[config.mk]
export PLATFORM = sky130hd
export DESIGN_NAME = stagger_trig_gen
export DESIGN_NICKNAME = d
export VERILOG_FILES = /design/src/rtl/stg_pkg.sv /design/src/rtl/stg_rst_sync.sv /design/src/rtl/stg_roll_counter.sv /design/src/rtl/stg_channel.sv /design/src/rtl/stagger_trig_gen.sv
export SDC_FILE = /design/constraint.sdc
export NUM_CORES = 1
export LEC_CHECK = 0
export ABC_AREA = 1
export CAP_MARGIN = 15
export CORE_MARGIN = 5
export CORE_UTILIZATION = 52
export CTS_CLUSTER_SIZE = 25
export DETAILED_ROUTE_END_ITERATION = 12
export PLACE_DENSITY = 0.86
export SLEW_MARGIN = 30
export SYNTH_ARGS = -nofsm -noshare
export SYNTH_HDL_FRONTEND = slang
export SYNTH_SLANG_ARGS = --single-unit
export TNS_END_PERCENT = 30
[constraint.sdc]
create_clock -name clk -period 2.8 [get_ports clk]
set_input_delay 0.56 -clock clk [delete_from_list [all_inputs] [get_ports clk]]
set_output_delay 0.56 -clock clk [all_outputs]
set_load 0.02 [all_outputs]
[src/rtl/stg_pkg.sv]
package stg_pkg;
  // Default geometry of the trigger generator.
  localparam int unsigned STG_ROLL_W = 6;
  localparam int unsigned STG_DIV_W  = 3;
  localparam int unsigned STG_NCH    = 4;
endpackage

[src/rtl/stg_rst_sync.sv]
module stg_rst_sync #(
  parameter int unsigned STAGES = 2
) (
  input  logic clk,
  input  logic rst_n,
  output logic rst_sync_n
);
  logic [STAGES-1:0] sync_q;
  logic [STAGES-1:0] sync_d;

  always_comb begin
    sync_d = {sync_q[STAGES-2:0], 1'b1};
  end

  always_ff @(posedge clk or negedge rst_n) begin
    if (!rst_n) sync_q <= '0;
    else        sync_q <= sync_d;
  end

  assign rst_sync_n = sync_q[STAGES-1];
endmodule

[src/rtl/stg_roll_counter.sv]
module stg_roll_counter #(
  parameter int unsigned ROLL_W = stg_pkg::STG_ROLL_W
) (
  input  logic              clk,
  input  logic              rst_n,
  input  logic              rollover_i,
  output logic [ROLL_W-1:0] roll_o
);
  localparam logic [ROLL_W-1:0] ROLL_MAX = {ROLL_W{1'b1}};

  logic [ROLL_W-1:0] roll_q;
  logic [ROLL_W-1:0] roll_d;
  logic              roll_ce;

  always_comb begin
    roll_ce = rollover_i;
    roll_d  = roll_q + 1'b1;
  end

  always_ff @(posedge clk or negedge rst_n) begin
    if (!rst_n)       roll_q <= '0;
    else if (roll_ce) roll_q <= roll_d;
  end

  assign roll_o = roll_q;

  assert_roll_step_R1: assert property (@(posedge clk) disable iff (!rst_n)
    rollover_i |=> roll_q == $past(roll_q) + 1'b1);
  assert_roll_hold_R1: assert property (@(posedge clk) disable iff (!rst_n)
    !rollover_i |=> $stable(roll_q));
  assert_roll_wrap_R2: assert property (@(posedge clk) disable iff (!rst_n)
    (rollover_i && roll_q == ROLL_MAX) |=> roll_q == '0);
endmodule

[src/rtl/stg_channel.sv]
module stg_channel #(
  parameter int unsigned ROLL_W = stg_pkg::STG_ROLL_W,
  parameter int unsigned DIV_W  = stg_pkg::STG_DIV_W
) (
  input  logic              clk,
  input  logic              rst_n,
  input  logic              en_i,
  input  logic [ROLL_W-1:0] roll_i,
  input  logic [ROLL_W-1:0] start_i,
  input  logic [DIV_W-1:0]  code_i,
  input  logic              match_i,
  output logic              trig_o
);
  logic             armed_q, armed_d, armed_ce;
  logic [DIV_W-1:0] cnt_q, cnt_d;
  logic             cnt_ce;
  logic             start_hit, qualified, count_evt, terminal;

  // Arming and match-divider next state.
  always_comb begin
    start_hit = (roll_i == start_i);
    qualified = en_i & (armed_q | start_hit);
    count_evt = qualified & match_i;
    terminal  = (cnt_q >= code_i);

    armed_ce = !en_i | (!armed_q & start_hit);
    armed_d  = en_i;

    cnt_ce = !en_i | count_evt;
    if (!en_i)         cnt_d = '0;
    else if (terminal) cnt_d = '0;
    else               cnt_d = cnt_q + 1'b1;
  end

  always_ff @(posedge clk or negedge rst_n) begin
    if (!rst_n) begin
      armed_q <= 1'b0;
      cnt_q   <= '0;
    end else begin
      if (armed_ce) armed_q <= armed_d;
      if (cnt_ce)   cnt_q   <= cnt_d;
    end
  end

  assign trig_o = count_evt & terminal;

  assert_trig_needs_match_R7: assert property (@(posedge clk) disable iff (!rst_n)
    trig_o |-> (match_i && en_i));
  assert_idle_no_trig_R3: assert property (@(posedge clk) disable iff (!rst_n)
    (!armed_q && roll_i != start_i) |-> !trig_o);
  assert_armed_sticky_R5: assert property (@(posedge clk) disable iff (!rst_n)
    (armed_q && en_i) |=> armed_q);
  assert_disarm_R8: assert property (@(posedge clk) disable iff (!rst_n)
    !en_i |=> (!armed_q && cnt_q == '0));
  assert_cnt_restart_R6: assert property (@(posedge clk) disable iff (!rst_n)
    trig_o |=> cnt_q == '0);
endmodule

[src/rtl/stagger_trig_gen.sv]
module stagger_trig_gen #(
  parameter int unsigned NUM_CH = stg_pkg::STG_NCH,
  parameter int unsigned ROLL_W = stg_pkg::STG_ROLL_W,
  parameter int unsigned DIV_W  = stg_pkg::STG_DIV_W
) (
  input  logic                     clk,
  input  logic                     rst_n,
  input  logic                     rollover_i,
  input  logic [NUM_CH-1:0]        ch_en_i,
  input  logic [NUM_CH-1:0]        cmp_match_i,
  input  logic [NUM_CH*ROLL_W-1:0] start_val_i,
  input  logic [NUM_CH*DIV_W-1:0]  div_code_i,
  output logic [NUM_CH-1:0]        adc_trig_o,
  output logic [ROLL_W-1:0]        roll_cnt_o
);
  logic              rst_sync_n;
  logic [ROLL_W-1:0] roll;

  stg_rst_sync #(.STAGES(2)) u_rst (
    .clk        (clk),
    .rst_n      (rst_n),
    .rst_sync_n (rst_sync_n)
  );

  stg_roll_counter #(.ROLL_W(ROLL_W)) u_roll (
    .clk        (clk),
    .rst_n      (rst_sync_n),
    .rollover_i (rollover_i),
    .roll_o     (roll)
  );

  for (genvar k = 0; k < NUM_CH; k++) begin : g_ch
    stg_channel #(.ROLL_W(ROLL_W), .DIV_W(DIV_W)) u_ch (
      .clk     (clk),
      .rst_n   (rst_sync_n),
      .en_i    (ch_en_i[k]),
      .roll_i  (roll),
      .start_i (start_val_i[k*ROLL_W +: ROLL_W]),
      .code_i  (div_code_i[k*DIV_W +: DIV_W]),
      .match_i (cmp_match_i[k]),
      .trig_o  (adc_trig_o[k])
    );
  end

  assign roll_cnt_o = roll;

  assert_trig_subset_R7: assert property (@(posedge clk) disable iff (!rst_sync_n)
    (adc_trig_o & ~cmp_match_i) == '0);
endmodule

==> impl_metrics.csv, run 1 <==
group,metric,value,unit
sta,setup_viol,0,
worst_setup_path,critical_path.cell_chain,"clkdlybuf4s50_1, inv_1, nand2_1, nand2_1, nor2_1, nand3_1, nand2_2, nand3_2, nor2_1, clkdlybuf4s15_1",
sta,slew_viol_final,0,
placement,place_area,2650,µm²
worst_setup_path,cp_top_family,"buffers and inverters",
worst_setup_path,end_kind,"output port",
clock_tree,clockBufferDepth,2,
worst_setup_path,path_buf_inv,3,
sta,rsz0062_at_grt,"no",
sta,period_minus_slack,2.68,ns
power,finalPower,1.47,mW
die,die_h,72.0,µm
global_routing,antenna_found_initial,0,
power,powerDensity,546,nW/µm²
worst_setup_path,crit_slowest_cell,"clkdlybuf4s50_1",
final_layout,antenna_cells,0,
die,floorplan.initialDensity,54.2,%
synth,async_flop_share,100,%
sta,hold_viol,0,
route,drc,0,
clock_tree,postCtsSetupBuffers,0,
global_routing,grt_pass1_wl,7650,µm
clock_tree,clock_latency,0.27,ns
global_routing,grt_usage,17.9,%
synth,syn_inst,292,
worst_setup_path,criticalPathCategory,"in -> out",
clock_tree,htreeDepth,1,
sta,fin_skew,0.00775,ns
route,drt_iter0_markers,67,
power,power.leakage,1.49,nW
clock_tree,cts_root_buf,"clkbuf_8",
final_layout,final_area,2700,µm²
route,avgViaCountPerCell,4.87,
worst_setup_path,critPathArrivalTime,2.12,ns
clock_tree,cts_hold_buffers,0,
clock_tree,path_clk_slew,0.09,ns
clock_tree,cts_buffers,3,
worst_setup_path,startpoint_type,"input pin",
sta,finalCritPeriodShare,95.7,%
route,ant_nets,0,
synth,ys.flop_type,"dfrtp_1",
worst_setup_path,cp_max_fo,4,
sta,max_freq,0.373,GHz
synth,synthDistinctLibCells,24,
sta,tns,0,ns
final_layout,layout.nets,420,
final_layout,final_util,73.1,%
synth,yosys_warnings,0,
synth,yosysSeqAreaShare,30.1,%
die,die_area,5180,µm²
flow_run,max-cap-violations,0,
synth,synth_top_area_share,30.1,%
global_routing,grt_pass1_vias,1894,
die,core_area,3690,µm²
power,ir_drop,0.435,mV
placement,port_buffers,56,
final_layout,drive_gt1_share,11.0,%
hold_path,hp-class,"reg -> async",
placement,gp_congestion,0.828,
clock_tree,cts_tree,"yes",
route,drt-total-wl,4520,µm
route,vias,1963,
synth,netlist_top_cells_area,"dfrtp_1 (30%), nand2_1 (16%), ha_1 (11%), inv_1 (9.2%), nand3_1 (7.3%)",
synth,synthTopCellsByCount,"nand2_1 (84), inv_1 (49), nand3_1 (29), nor2_1 (26), dfrtp_1 (24)",
clock_tree,post_cts_resized,4,
clock_tree,clock_sinks,24,
route,wire_per_inst,11.2,µm
die,ios,57,
worst_setup_path,critPathMaxStageDelay,0.49,ns
placement,dp.cells,399,
placement,dp_hpwl,3770,µm
final_layout,syn_to_final_growth,35.0,%
worst_setup_path,crit_start,"start_val_i[15]",
synth,syn-num-nets,356,
die,die_w,72.0,µm
synth,synth_edf_count,0,
synth,yosysMostFrequentCell,"nand2_1",
route,firstDrtPassIters,6,
worst_setup_path,cp.required,2.24,ns
synth,avgSynthCellArea,6.84,µm²
synth,netlist_area,2000,µm²
final_layout,final-instance-count-excl-fill,403,
global_routing,grt_max_degree,23,
global_routing,overflow,0,
synth,ys_ff_latch,24,
worst_setup_path,r2r-start,"u_roll.roll_o[2]$_DFFE_PN0P_",
synth,synth_top_area_cell,"dfrtp_1",
outcome,status,"complete, no violations",
die,core.rowCount,22,
[cells in the final DEF (no fill, tap or decap), types with 5 or more instances in the layout]
master / n
nand3_1: 29
inv_1: 49
dfrtp_1: 23
nand4_1: 9
clkdlybuf4s50_1: 52
nor2_1: 26
nand2_1: 84
buf_4: 14
ha_1: 17
nand2_2: 6
xor2_1: 5
[cell families (layout without fill, tap and decap cells)]
group / Yosys count / count (layout) / synth area share, %
flops: 24 / 24 / 30.1
simple gates: 166 / 166 / 37.3
buf+inv: 66 / 129 / 14.5
other cells: 1 / 1 / 0.188
compound gates: 9 / 9 / 3.32
fa+ha+maj: 17 / 17 / 10.6
xor+xnor: 9 / 9 / 3.94
[layer usage]
layer  track usage, %  vias up  routed length [µm]
met1             21.1      893                1990
met4             2.51        0                   0
li1                 -     1030                   -
met3             3.88        0                 242
met2             34.0       40                2290
met5                0        -                   0
[sequential cells by signal, summed over array words and instances, names as in the netlist]
| signal | flops |
|---|---|
| g_ch.u_ch.cnt_q | 12 |
| g_ch.u_ch.armed_q | 4 |
| u_rst.sync_q | 2 |
| u_roll.roll_o | 6 |
[report_power, final]
| part | internal (mW) | leakage, nW | switching, mW |
|---|---|---|---|
| combinational | 0.329 | 1.15 | 0.393 |
| clock | 0.126 | 0.0288 | 0.108 |
| sequential | 0.404 | 0.315 | 0.114 |
| total | 0.858 | 1.49 | 0.615 |
[worst paths after layout]
| path | end | slack, ns | cells after the start |
|---|---|---|---|
| worst min-delay path | g_ch[3].u_ch.cnt_q[2]$_DFFE_PN0P_ | 0.22 | 0 |
| min in group clk | u_rst.sync_q[1]$_DFF_PN0_ | 0.36 | 0 |
| worst min register to register | g_ch[3].u_ch.cnt_q[2]$_DFFE_PN0P_ | 0.22 | 0 |
| worst max register to register | g_ch[1].u_ch.cnt_q[2]$_DFFE_PN0P_ | 1.27 | 10 |
| worst max-delay path | adc_trig_o[2] | 0.12 | 10 |
| max in group asynchronous | u_rst.sync_q[1]$_DFF_PN0_ | 2.22 | 1 |
[through the flow]
stage               setup slack [ns]  hold WS, ns
floorplan                      0.848        0.264
global route                  0.0197        0.281
CTS                           0.0878        0.359
detailed placement            -0.193        0.341
global placement              -0.110        0.335
finish                         0.119        0.224
[cell type report]
| type | count | area, µm² |
|---|---|---|
| Inverter | 55 | 211 |
| Fill cell | 309 | 991 |
| Multi-Input combinational cell | 202 | 1110 |
| Clock buffer | 4 | 55.1 |
| Tap cell | 48 | 60.1 |
| Sequential cell | 24 | 602 |
| Timing Repair Buffer | 70 | 662 |
Note: power is estimated with default switching activity, not from simulation.
==> run 2, diff against run 1 <==
TNS_END_PERCENT = default   (was 30)
==> results of run 2 <==
The final DEF is identical to that of run 1; final timing and power are the same.
==> run 3, diff against run 2 <==
MAX_ROUTING_LAYER = met4   (was default)
==> run 3 against run 2 <==
Die area is the same. Hold slack lost 0.00093 ns. Core utilization is the same. Sequential power is essentially flat. Setup slack gained 0.0042 ns. Largest power group unchanged. Highest routed layer is now met4.
==> impl_metrics.csv, run 3 (synthesized netlist as in run 1, its figures left out) <==
group,metric,value,unit
outcome,status,"complete, no violations",
sta,rsz0062_at_grt,"no",
route,wire_per_inst,11.2,µm
worst_setup_path,critical_path.cell_chain,"clkdlybuf4s50_1, inv_1, nand2_1, nand2_1, nor2_1, nand3_1, nand2_2, nand3_2, nor2_1, clkdlybuf4s15_1",
sta,fin_skew,0.00822,ns
global_routing,grtUsageMet3,3.46,%
placement,place_area,2650,µm²
clock_tree,htreeDepth,1,
power,powerDensity,546,nW/µm²
clock_tree,clockBufferDepth,2,
sta,slew_viol_final,0,
worst_setup_path,criticalPathCategory,"in -> out",
global_routing,grt_max_degree,23,
final_layout,layout.nets,420,
power,pwr-share-comb,49.0,%
final_layout,mostFrequentLayoutCells,"nand2_1 (84), clkdlybuf4s50_1 (52), inv_1 (49)",
die,ios,57,
route,avgViaCountPerCell,4.88,
clock_tree,path_clk_slew,0.09,ns
global_routing,busiest_layer,"met2",
clock_tree,cts_tree,"yes",
global_routing,grt_pass1_wl,7650,µm
worst_setup_path,path_buf_inv,3,
die,die_w,72.0,µm
global_routing,use_met2,34.0,%
route,drt-total-wl,4500,µm
worst_setup_path,cp_top_family,"buffers and inverters",
flow_run,max-cap-violations,0,
global_routing,grtUsageMet1,21.3,%
worst_setup_path,r2r_slack,1.27,ns
placement,dp_hpwl,3770,µm
clock_tree,clock_latency,0.27,ns
power,switching_share,41.7,%
route,drc,0,
sta,max_freq,0.374,GHz
worst_setup_path,critPathArrivalTime,2.12,ns
sta,finalCritPeriodShare,95.6,%
worst_setup_path,r2r_cells,10,
clock_tree,clock_sinks,24,
clock_tree,cts_root_buf,"clkbuf_8",
final_layout,fillers,309,
die,core.rowCount,22,
route,firstDrtPassIters,5,
route,drt_iter0_markers,66,
final_layout,multi_input_area,1110,µm²
die,die_area,5180,µm²
final_layout,final_common_cell,"nand2_1",
route,vias,1965,
worst_setup_path,crit_slowest_cell,"clkdlybuf4s50_1",
power,pwr-share-clk,15.8,%
global_routing,grt_usage,18.5,%
power,pwr-share-seq,35.2,%
global_routing,antenna_found_initial,0,
global_routing,overflow,0,
power,p_switching,614,µW
final_layout,largest_register_ffs,12,
placement,gp_congestion,0.840,
route,ant_nets,0,
clock_tree,cts_buffers,3,
final_layout,antenna_cells,0,
worst_setup_path,r2r-start,"u_roll.roll_o[2]$_DFFE_PN0P_",
worst_setup_path,startpoint_type,"input pin",
worst_setup_path,end_kind,"output port",
final_layout,regMostFlops,"g_ch.u_ch.cnt_q",
die,die_h,72.0,µm
final_layout,drive_gt1_share,11.0,%
worst_setup_path,critPathMaxStageDelay,0.49,ns
final_layout,final_area,2700,µm²
worst_setup_path,cp_max_fo,4,
worst_setup_path,cp.required,2.24,ns
worst_setup_path,worstReg2RegEnd,"g_ch[1].u_ch.cnt_q[2]$_DFFE_PN0P_",
placement,port_buffers,56,
sta,hold_viol,0,
sta,period_minus_slack,2.68,ns
sta,setup_viol,0,
final_layout,layout.area.seq,602,µm²
power,finalPower,1.47,mW
hold_path,hp-class,"reg -> async",
clock_tree,cts_hold_buffers,0,
die,core_area,3690,µm²
worst_setup_path,crit_start,"start_val_i[15]",
final_layout,syn_to_final_growth,35.0,%
power,ir_drop,0.434,mV
power,power.leakage,1.49,nW
die,floorplan.initialDensity,54.2,%
power,intPower,858,µW
global_routing,grt_pass1_vias,1890,
-- run 3: layout make-up --
class / count / area share, %
flip-flops and latches: 24 / 22.3
inverters: 55 / 7.84
multi-input cells: 202 / 41.0
clock buffers: 4 / 2.04
well taps: 48 / 2.23
repair buffers: 70 / 24.5
-- run 3: worst max-delay path by stage --
stage                     to  slack, ns  depth (start not counted)
3_5_place_dp   adc_trig_o[2]      -0.19                         10
4_1_cts        adc_trig_o[2]       0.09                         10
2_1_floorplan  adc_trig_o[3]       0.85                          7
6_report       adc_trig_o[2]       0.12                         10
5_1_grt        adc_trig_o[2]       0.02                         10
3_3_place_gp   adc_trig_o[2]      -0.11                         10
-- run 3: stage by stage --
step           setup TNS, ns  util [%]  hold WS [ns]  std cells  setup WS [ns]
3_5_place_dp          -0.396      71.7         0.341        399         -0.193
3_3_place_gp          -0.256      71.7         0.335        399         -0.110
2_1_floorplan              0         -         0.264        292          0.848
4_1_cts                    0      73.1         0.359        403         0.0878
5_1_grt                    0      73.1         0.281        403         0.0197
6_report                   0      73.1         0.223        403          0.123
-- run 3: what timing repair did --
item	4_1_cts	5_1_grt
setup endpoints to repair	4	1
pin swaps	0	0
cloned	0	0
buffers inserted	0	0
resized for setup	4	1
-- run 3: worst register-to-register path: stages (launching register included) --
cell and delay [ns]:
dfrtp_1 0.55, inv_4 0.09, nand2_1 0.07, nand2_1 0.07, nor2_1 0.11, nand3_1 0.11, nand2_2 0.09, nand3_2 0.07
buf_4 0.15, nand3_1 0.06, nand2_1 0.06
-- run 3: metal layers --
metal | vias up | share of wire [%]
li1 | 1031 | -
met1 | 890 | 44
met2 | 39 | 50
met3 | 5 | 5.0
met4 | 0 | 0.98
met5 | - | 0
-- run 3: power groups by stage --
stage          Clock [mW]  Sequential, mW  Combinational (mW)
2_1_floorplan           0           0.517               0.473
3_3_place_gp            0           0.524               0.701
3_5_place_dp            0           0.522               0.726
4_1_cts             0.238           0.515               0.728
5_1_grt             0.250           0.531               0.810
6_report            0.233           0.518               0.721
